$ cat src/rtl/sclk_divider.sv
module sclk_divider #(
  parameter int PSC_W   = 8,
  parameter int CNT_W   = 8,
  parameter int DATA_W  = 16,
  parameter int RUN_BIT = 5
) (
  input  logic              clk,
  input  logic              rst_n,
  input  logic              wr_en,
  input  logic [1:0]        addr,
  input  logic [DATA_W-1:0] wr_data,
  output logic [DATA_W-1:0] rd_data,
  output logic              scl_o,
  output logic              fall_stb,
  output logic              rise_stb
);
  localparam int PH_W = CNT_W + 1;

  logic [PSC_W-1:0]  psc_r, sh_psc, pre_cnt;
  logic [CNT_W-1:0]  low_r, high_r, sh_low, sh_high;
  logic [DATA_W-1:0] ctrl_r;
  logic [PH_W-1:0]   ph_cnt, ph_len;
  logic [2:0]        sh_d;
  logic              run, act, in_high, tick, ph_end;

  assign run = ctrl_r[RUN_BIT];

  always_comb begin
    case (addr)
      2'd0:    rd_data = DATA_W'(psc_r);
      2'd1:    rd_data = DATA_W'(low_r);
      2'd2:    rd_data = DATA_W'(high_r);
      default: rd_data = ctrl_r;
    endcase
  end

  always_ff @(posedge clk or negedge rst_n) begin
    if (!rst_n) begin
      psc_r  <= '0;
      low_r  <= '0;
      high_r <= '0;
      ctrl_r <= '0;
    end else if (wr_en) begin
      case (addr)
        2'd0:    if (!run) psc_r  <= wr_data[PSC_W-1:0];
        2'd1:    if (!run) low_r  <= wr_data[CNT_W-1:0];
        2'd2:    if (!run) high_r <= wr_data[CNT_W-1:0];
        default: ctrl_r <= wr_data;
      endcase
    end
  end

  assign sh_d   = (sh_psc == '0) ? 3'd7 : (sh_psc == PSC_W'(1)) ? 3'd6 : 3'd5;
  assign ph_len = (in_high ? PH_W'(sh_high) : PH_W'(sh_low)) + PH_W'(sh_d);
  assign tick   = (pre_cnt == sh_psc);
  assign ph_end = tick && (ph_cnt == ph_len - PH_W'(1));

  always_ff @(posedge clk or negedge rst_n) begin
    if (!rst_n) begin
      act      <= 1'b0;
      in_high  <= 1'b0;
      pre_cnt  <= '0;
      ph_cnt   <= '0;
      sh_psc   <= '0;
      sh_low   <= '0;
      sh_high  <= '0;
      scl_o    <= 1'b1;
      fall_stb <= 1'b0;
      rise_stb <= 1'b0;
    end else if (!run) begin
      act      <= 1'b0;
      in_high  <= 1'b0;
      pre_cnt  <= '0;
      ph_cnt   <= '0;
      scl_o    <= 1'b1;
      fall_stb <= 1'b0;
      rise_stb <= 1'b0;
    end else if (!act || (ph_end && in_high)) begin
      act      <= 1'b1;
      in_high  <= 1'b0;
      pre_cnt  <= '0;
      ph_cnt   <= '0;
      sh_psc   <= psc_r;
      sh_low   <= low_r;
      sh_high  <= high_r;
      scl_o    <= 1'b0;
      fall_stb <= 1'b1;
      rise_stb <= 1'b0;
    end else begin
      fall_stb <= 1'b0;
      rise_stb <= 1'b0;
      pre_cnt  <= tick ? '0 : pre_cnt + PSC_W'(1);
      if (ph_end) begin
        in_high  <= 1'b1;
        ph_cnt   <= '0;
        scl_o    <= 1'b1;
        rise_stb <= 1'b1;
      end else if (tick) begin
        ph_cnt <= ph_cnt + PH_W'(1);
      end
    end
  end
endmodule


$ cat config.mk
export PLATFORM = sky130hd
export DESIGN_NAME = sclk_divider
export DESIGN_NICKNAME = d
export VERILOG_FILES = /design/src/rtl/sclk_divider.sv
export SDC_FILE = /design/constraint.sdc
export NUM_CORES = 1
export LEC_CHECK = 0
export BUFFER_PORTS_ARGS = -buffer_cell sky130_fd_sc_hd__buf_4
export CAP_MARGIN = 40
export CORE_MARGIN = 2
export CORE_UTILIZATION = 55
export CTS_BUF_LIST = sky130_fd_sc_hd__clkbuf_16
export DETAILED_ROUTE_END_ITERATION = 6
export PLACE_DENSITY = 0.74
export SYNTH_ARGS = -nofsm -noshare
export SYNTH_HDL_FRONTEND = slang
export SYNTH_SLANG_ARGS = --single-unit
$ cat constraint.sdc
create_clock -name clk -period 3.8 [get_ports clk]
set_input_delay 0 -clock clk [delete_from_list [all_inputs] [get_ports clk]]
set_output_delay 0 -clock clk [all_outputs]
set_load 0.02 [all_outputs]
==> Word-level counts from Yosys, hierarchy flattened <==
Index checks and enable logic that the tools add are counted.
{ "totals": {"regBits": 86, "inputBits": 21, "output_inout_bits": 19, "elab_cells": 62} }
{ "classes": {"addsub": 4, "eq_ne": 8, "muxes": 22, "n_bitwise": 2, "n_reduce_logical": 12} }
{ "ops": {"columns": ["cell", "n"], "rows": [
  ["$pmux 16 s3", 1],
  ["$mux 9", 4],
  ["$mux 8", 4],
  ["$mux 1", 11],
  ["$add 8x3->9", 1],
  ["$add 9x1->9 const B", 1],
  ["$eq 9x9->1", 1],
  ["$reduce_and 3->1", 3],
  ["$sub 9x1->9 const B", 1],
  ["$add 8x1->8 const B", 1],
  ["$eq 8x1->1 const B", 1],
  ["$eq 8x8->1", 1],
  ["$logic_not 8->1", 1],
  ["$mux 2", 2],
  ["$ne 4x1->1 const B", 1],
  ["$reduce_and 2->1", 2],
  ["$ne 3x1->1 const B", 1],
  ["$reduce_or 3->1", 1],
  ["$eq 2x1->1 const B", 1],
  ["$eq 2x2->1 const B", 1],
  ["$logic_and 1x1->1", 2],
  ["$logic_not 2->1", 1],
  ["$ne 2x1->1 const B", 1],
  ["$not 1->1", 2],
  ["2 further kinds", 2]
]} }

==> Depth between registers and ports, before layout <==
Gate-level depths: netlist of the first run.
{ "depth": {"depth_word": 11, "depth_mapped": 16, "ltp_nobuf": 12} }

==> Worst setup path before layout of the first run <==
Ideal clock, no wire load.
{ "synth_path": {"kind": "flip-flop to flip-flop", "start": "register in_high", "end": "register sh_high[0]", "setup_ps": 142, "arrival_time_ps": 3325, "required_ps": 3658, "slack_ps": 332, "path_stages_with_launch": 17, "n_path_buf": 5, "path_cell_list": "dfrtp_1 -> buf_6 -> buf_8 -> clkbuf_1 -> a21oi_1 -> ha_1 -> inv_1 -> ha_1 -> fa_1 -> xnor2_1 -> xnor2_1 -> nand4_1 -> or3_1 -> clkbuf_1 -> buf_2 -> o311ai_1 -> o311ai_1"} }
{ "synth_between": {"elab_chain_cells": 8} }
{ "synth_rtl": {"columns": ["item", "line_no", "text"], "rows": [
  ["start, declared", "24", "logic run, act, in_high, tick, ph_end;"],
  ["start signal, assigned", "61", "in_high <= 1'b0;"],
  ["start signal, assigned", "72", "in_high <= 1'b0;"],
  ["start signal, assigned", "80", "in_high <= 1'b0;"],
  ["$mux 8", "54", "assign ph_len = (in_high ? PH_W'(sh_high) : PH_W'(sh_low)) + PH_W'(sh_d);"],
  ["$add 8x3->9", "54", null],
  ["$sub 9x1->9", "56", "assign ph_end = tick && (ph_cnt == ph_len - PH_W'(1));"],
  ["$eq 9x9->1", "56", null],
  ["$logic_and 1x1->1", "56", null],
  ["$logic_and 1x1->1 *", "78", "end else if (!act || (ph_end && in_high)) begin"],
  ["$logic_or 1x1->1 *", "78", null],
  ["$reduce_and 2->1 (no source line) *", null, null],
  ["end signal, assigned", "85", "sh_high <= high_r;"],
  ["end, declared", "20", "logic [CNT_W-1:0] low_r, high_r, sh_low, sh_high;"]
]} }
Mark *: on every way between the ends. The rest lies on a longest branch, timed or not.
A chain may end at the register's enable or synchronous reset.

==> Final worst setup path of the first run <==
{ "layout_path": {"start": "register sh_psc[4]", "end": "register sh_psc[6]"} }
{ "layout_between": {"elab_chain_cells": 10, "elab_cells_between_ends": 12} }
{ "layout_rtl": {"columns": ["item", "line_no", "text"], "rows": [
  ["start, declared", "19", "logic [PSC_W-1:0] psc_r, sh_psc, pre_cnt;"],
  ["start signal, assigned", "83", "sh_psc <= psc_r;"],
  ["$eq 8x1->1", "53", "assign sh_d = (sh_psc == '0) ? 3'd7 : (sh_psc == PSC_W'(1)) ? 3'd6 : 3'd5;"],
  ["$mux 2 (2 in series)", "53", null],
  ["$add 8x3->9", "54", null],
  ["$sub 9x1->9", "56", null],
  ["$eq 9x9->1", "56", null],
  ["$logic_and 1x1->1 *", "56", null],
  ["$logic_and 1x1->1 *", "78", null],
  ["$logic_or 1x1->1 *", "78", null],
  ["$reduce_and 2->1 (no source line) *", null, null]
]} }
Marked as above.

==> metrics, run 1 <==
Req. time, crit path 3.99 ns; fillcell total approximately 670; NetSw 1.43 mW; area added between synthesis and finish 16.9%; Final Hold Fails 0; Final #Nets around 550; post-synthesis cell count between 400 and 500; routability cong. between 0.7 and 0.8; GRT Total Usage 0.260; post-DR wirelength/cell 19.2 microns; dominant cells by area after synthesis dfrtp_1 43%, mux2_2 9.3%, o311ai_1 7.4%; M2 GR Usage 0.411; Util after Layout 0.663; Setup-failing EPs final 0; worst hold path endpoint psc_r[7]; Reg2Reg Setup Slack about 0.23 ns; H-tree levels 3; Hold Path Class input pin to register; hpwl dp between 7000 and 8000 microns; hold path depth 3; insertion delay to the later sink of the worst-skew pair 0.34 ns; Syn Area/Cell roughly 10 sq um; DRC viols 0; maximum vdd ir drop roughly 0.3 mV; Most Crowded Layer GR met2; Crit Path Class register to register; Yosys Warn Count 0; Post-Syn Nets about 500; Clock Tree Buf Depth 2; Tightest Pin Transition 0.818 ns; CTS tree done; core area between 0.008 and 0.009 sq mm; Tot Pwr 3.62 mW; drt total wl between 10000 and 15000 microns; Logic pwr share 0.384; Slew HR 0.453; clock power share 0.225; die area 0.00977 sq mm; Post-Syn Area ~0.0049 sq mm; CTS sink cnt 86; Primary FF master, synth dfrtp_1; clock-pin transition on the worst setup and hold timing paths roughly 0.070 ns; largest net degree at the start of global routing 74; Hold Crit Start wr_en; number of detailed-route iterations in the first pass 7; Yosys cell types 47; ys async rst share 1.00; FF-to-FF path depth 13; I/O Pins 40; Final period util 0.939; total number of vias around 4000; Yosys top cell area share 0.430; CP endpoint kind register; CTS buffer count 9; crit start category register; final setup margin between 0.2 and 0.25 ns; DRT antenna net count 0; die height roughly 99 microns; fmax about 0.28 GHz; vias per cell 6.39; grt met3 use 0.0418; # rows 34; CP max stage cell dfrtp_1; final hold slack approximately 0.24 ns; Max Cap Viol 0; Pint between 2 and 2.5 mW; grt met1 use 0.362; minimum period implied by the final worst setup slack between 3 and 4 ns; crit path cell chain nor4_2 > nand2_1 > ha_1 > inv_1 > ha_1 > fa_1 > xnor2_1 > xnor2_1 > nand4_1 > or3_1 > buf_12 > o311ai_1 > o311ai_1; IO Port Bufs 39; sw frac 0.394; sequential cell area fraction in the yosys report 0.435; most numerous cell in the Yosys netlist dfrtp_1; flops & latches, synth 86; Critical Path Fanout Max 25; LEAKAGE ~2.4 nW; die width 98.8 microns; EDFF count, synth 0; Worst R2R End sh_psc[6]; Slew Viols, Final 0; post-place setup slack about 0.21 ns; Iter 0 DRT Violations between 300 and 400; GRT overflow 0; Reg power frac 0.391; Post-synth top cells 85 x dfrtp_1, 42 x o311ai_1, 41 x mux2_2; setup tns final 0 ns; CP Data Arrival Time approximately 3.8 ns; layout cells sized above 1 0.251; Root Buffer clkbuf_16; start of the worst register-to-register path sh_psc[4]; initial antenna violation count 0; starting density of the core 0.567; Power Density approximately 630 mW/mm^2; ANT cells 0; Clock Skew 0.00719 ns; vias in the first global route 3955; RSZ-0062 raised after global routing no; first-pass GRT wire length 20300 microns; Synth area leader dfrtp_1; outcome completed; CP max stage delay roughly 0.44 ns
## worst max-delay path: cells and delay by family, from the launching register on
kind	cells	cell delay (ns)
compound gates	2	0.41
simple gates	4	1.07
flops	1	0.44
fa+ha+maj	3	0.93
buf+inv	2	0.23
xor+xnor	2	0.34
## metal layers
metal / part of all wire / routed length (microns)
met1: 0.44 / 5390
met4: 0.019 / 233
met2: 0.49 / 5940
met5: 0 / 0
met3: 0.045 / 545
## timing repair
action | CTS | global route
gates resized for setup | 0 | 2
buffers inserted | 0 | 0
setup endpoints to repair | 0 | 8
hold endpoints to repair | 93 | 0
hold buffers | 17 | 0
## how the worst max path moves through the flow
stage | start | cells after the start | endpoint | slack, ns
after global routing | sh_psc[4] | 13 | sh_psc[2] | 0.03
after CTS | sh_psc[4] | 13 | sh_psc[2] | 0.18
after floorplan | in_high | 16 | sh_high[0] | 0.33
after detailed placement | sh_psc[4] | 13 | sh_psc[2] | 0.21
final | sh_psc[4] | 13 | sh_psc[6] | 0.23
after global placement | sh_psc[4] | 13 | sh_high[6] | 0.32
## cell families after synthesis
kind of cell    share of synthesized area
compound gates                      0.154
simple gates                        0.149
xor+xnor                           0.0584
fa+ha+maj                          0.0192
buf+inv                            0.0445
flops                               0.435
mux                                 0.140
## final cells by class
class                           instances  area, sq um  area share
Sequential cell                        86         2150       0.373
Multi-Input combinational cell        337         2580       0.446
Clock inverter                          7         47.5     0.00822
Timing Repair Buffer                   73          603       0.104
Inverter                               10         37.5     0.00649
Clock buffer                            9          225      0.0390
Tap cell                              108          135      0.0234
## power groups by stage
| stage | clock [mW] | sequential, mW | combinational, mW |
|---|---|---|---|
| 4_1_cts | 0.828 | 1.40 | 1.38 |
| 6_report | 0.814 | 1.41 | 1.39 |
| 5_1_grt | 0.867 | 1.45 | 1.54 |
| 3_5_place_dp | 0 | 1.42 | 1.35 |
| 2_1_floorplan | 0 | 1.32 | 1.04 |
| 3_3_place_gp | 0 | 1.39 | 1.32 |
## sequential cells by signal, indices dropped and copies added (netlist names), 8 cells and up
| name | count |
|---|---|
| psc_r | 8 |
| ctrl_r | 16 |
| low_r | 8 |
| pre_cnt | 8 |
| sh_low | 8 |
| ph_cnt | 9 |
| high_r | 8 |
| sh_psc | 8 |
| sh_high | 8 |
## placed cells by master, fill, tap and decap left out, drive strengths merged, types with 3 or more instances in the layout
master,synthesis,routed
dfrtp,85,85
buf,6,56
o311ai,42,42
mux2,41,41
nand3,34,34
nand2,29,29
a21oi,26,26
o21ai,22,22
xor2,20,20
dlygate4sd3,0,17
nor2,16,16
and3,15,15
xnor2,13,13
inv,10,13
clkbuf,37,9
nor3,9,9
mux4,8,8
nand4,8,8
ha,6,6
mux2i,5,5
a311o,5,5
nor4,5,5
or3,3,3
nand3b,3,3
and2,3,3
a32oi,3,3
clkinv,0,3
## per-stage QoR
step / cell area (sq um) / instances
6_report: 5780 / 630
5_1_grt: 5780 / 630
3_3_place_gp: 5330 / 596
3_5_place_dp: 5330 / 597
4_1_cts: 5780 / 630
2_1_floorplan: 4950 / 476
No activity file was read; power rests on OpenSTA's default activity.
==> run 2, diff against run 1 <==
Settings changed: RECOVER_POWER set to 25.
==> run 2 against run 1 <==
Utilization shrank 0.086 points; worst setup slack lost 0.0057 ns; via count is essentially flat; wire length is essentially flat; non-clock buffer count is the same; first-iteration DRC count is the same; sequential share of layout area is essentially flat; cell count is the same; critical path depth is the same; critical path type unchanged; critical endpoint unchanged.
==> metrics, run 2 (synthesis gave the netlist of run 1 again) <==
total number of vias roughly 4000; Crit Path Class register to register; Iter 0 DRT Violations between 300 and 400; Largest Register ctrl_r; die height 98.8 microns; CTS buffer count 9; layout cells sized above 1 0.247; starting density of the core 0.567; commonest cells after routing, fill and taps aside 84 x dfrtp_1, 53 x buf_4, 42 x o311ai_1, 41 x mux2_2, 34 x nand3_1; DRC viols 0; DRT antenna net count 0; fillcell total 670; hpwl dp 8000 microns; outcome completed; leading cell type in the layout, fill and taps excluded dfrtp_1; initial antenna violation count 0; Final period util 0.941; post-DR wirelength/cell between 15 and 20 microns; Slew Viols, Final 0; Final #Nets approximately 550; area added between synthesis and finish 16.7%; CTS sink cnt 86; # rows 34; routability cong. about 0.8; fmax between 0.2 and 0.3 GHz; Req. time, crit path about 4 ns; CTS tree done; top flop regs ctrl_r (16), ph_cnt (9); CP Data Arrival Time 3.76 ns; Power Density ~630 mW/mm^2; vias per cell approximately 6.4; vias in the first global route approximately 4000; number of detailed-route iterations in the first pass 5; GRT Total Usage 0.260; Clock Tree Buf Depth 2; clock-pin transition on the worst setup and hold timing paths about 0.070 ns; Max Cap Viol 0; IO Port Bufs 39; ANT cells 0; Root Buffer clkbuf_16; I/O Pins 40; Critical Path Fanout Max 25; crit start category register; Util after Layout 0.662; Setup Fix Bufs, Post-CTS 0; Hold Path Class input pin to register; largest net degree at the start of global routing 74; LEAKAGE ~2.4 nW; setup tns final 0 ns; Clock Skew around 0.0070 ns; first-pass GRT wire length slightly above 20000 microns; maximum vdd ir drop between 0.3 and 0.4 mV; CP endpoint kind register; H-tree levels 3; drt total wl 12100 microns; GRT overflow 0; Tightest Pin Transition between 0.8 and 0.9 ns; Slew HR 0.455; Setup-failing EPs final 0; core area roughly 0.0087 sq mm; Largest register FFs 16; die area ~0.01 sq mm; die width 98.8 microns; insertion delay to the later sink of the worst-skew pair between 0.3 and 0.4 ns; minimum period implied by the final worst setup slack about 3.6 ns; RSZ-0062 raised after global routing no; Final Hold Fails 0
## run 2: layout make-up
cell class	instances	area, sq um	share of cell area
well taps	108	135	0.0234
clock buffers	9	225	0.0390
inverters	10	37.5	0.00650
flip-flops and latches	86	2150	0.373
repair buffers	73	596	0.103
multi-input cells	337	2580	0.447
clock inverters	7	47.5	0.00823
## run 2: per-stage QoR
| step | hold WS (ns) | setup WS, ns | cell area (sq um) | instances | power (mW) |
|---|---|---|---|---|---|
| 5_1_grt | 0.247 | 0.0326 | 5770 | 630 | 3.85 |
| 3_3_place_gp | 0.100 | 0.325 | 5330 | 596 | 2.71 |
| 2_1_floorplan | -0.296 | 0.332 | 4950 | 476 | 2.36 |
| 4_1_cts | 0.232 | 0.183 | 5780 | 630 | 3.61 |
| 6_report | 0.238 | 0.225 | 5770 | 630 | 3.62 |
| 3_5_place_dp | 0.102 | 0.211 | 5330 | 597 | 2.77 |
## run 2: worst max-delay path: stages (launching register included)
cell	delay (ns)
dfrtp_1	0.44
nor4_2	0.37
nand2_1	0.10
ha_1	0.29
inv_1	0.04
ha_1	0.21
fa_1	0.43
xnor2_1	0.20
xnor2_1	0.14
nand4_1	0.17
or3_1	0.43
buf_12	0.19
o311ai_1	0.26
o311ai_1	0.16
## run 2: path summary, 6_finish.rpt
| path | start | endpoint | slack [ns] | depth (start not counted) |
|---|---|---|---|---|
| max | sh_psc[4] | sh_psc[6] | 0.23 | 13 |
| min | wr_en | psc_r[7] | 0.24 | 3 |
| max reg2reg | sh_psc[4] | sh_psc[6] | 0.23 | 13 |
| min reg2reg | ctrl_r[11] | ctrl_r[11] | 0.51 | 1 |
| max in group asynchronous | rst_n | high_r[3] | 2.63 | 3 |
| min in group asynchronous | rst_n | pre_cnt[4] | 0.26 | 2 |
## run 2: power by group
part,internal (mW),leakage [nW],total [mW],switching [mW]
Combinational,0.604,1.20,1.39,0.786
Sequential,1.14,1.01,1.41,0.270
Clock,0.445,0.134,0.813,0.368
## run 2: timing repair
item	in CTS	in global routing
hold endpoints to repair	93	0
setup endpoints to repair	0	8
hold buffers	17	0
resized for setup	0	2
## run 2: metal layers
layer | part of all wire | GRT usage
met2 | 0.49 | 0.411
met5 | 0 | 0
met4 | 0.019 | 0.0980
met3 | 0.048 | 0.0418
met1 | 0.44 | 0.362
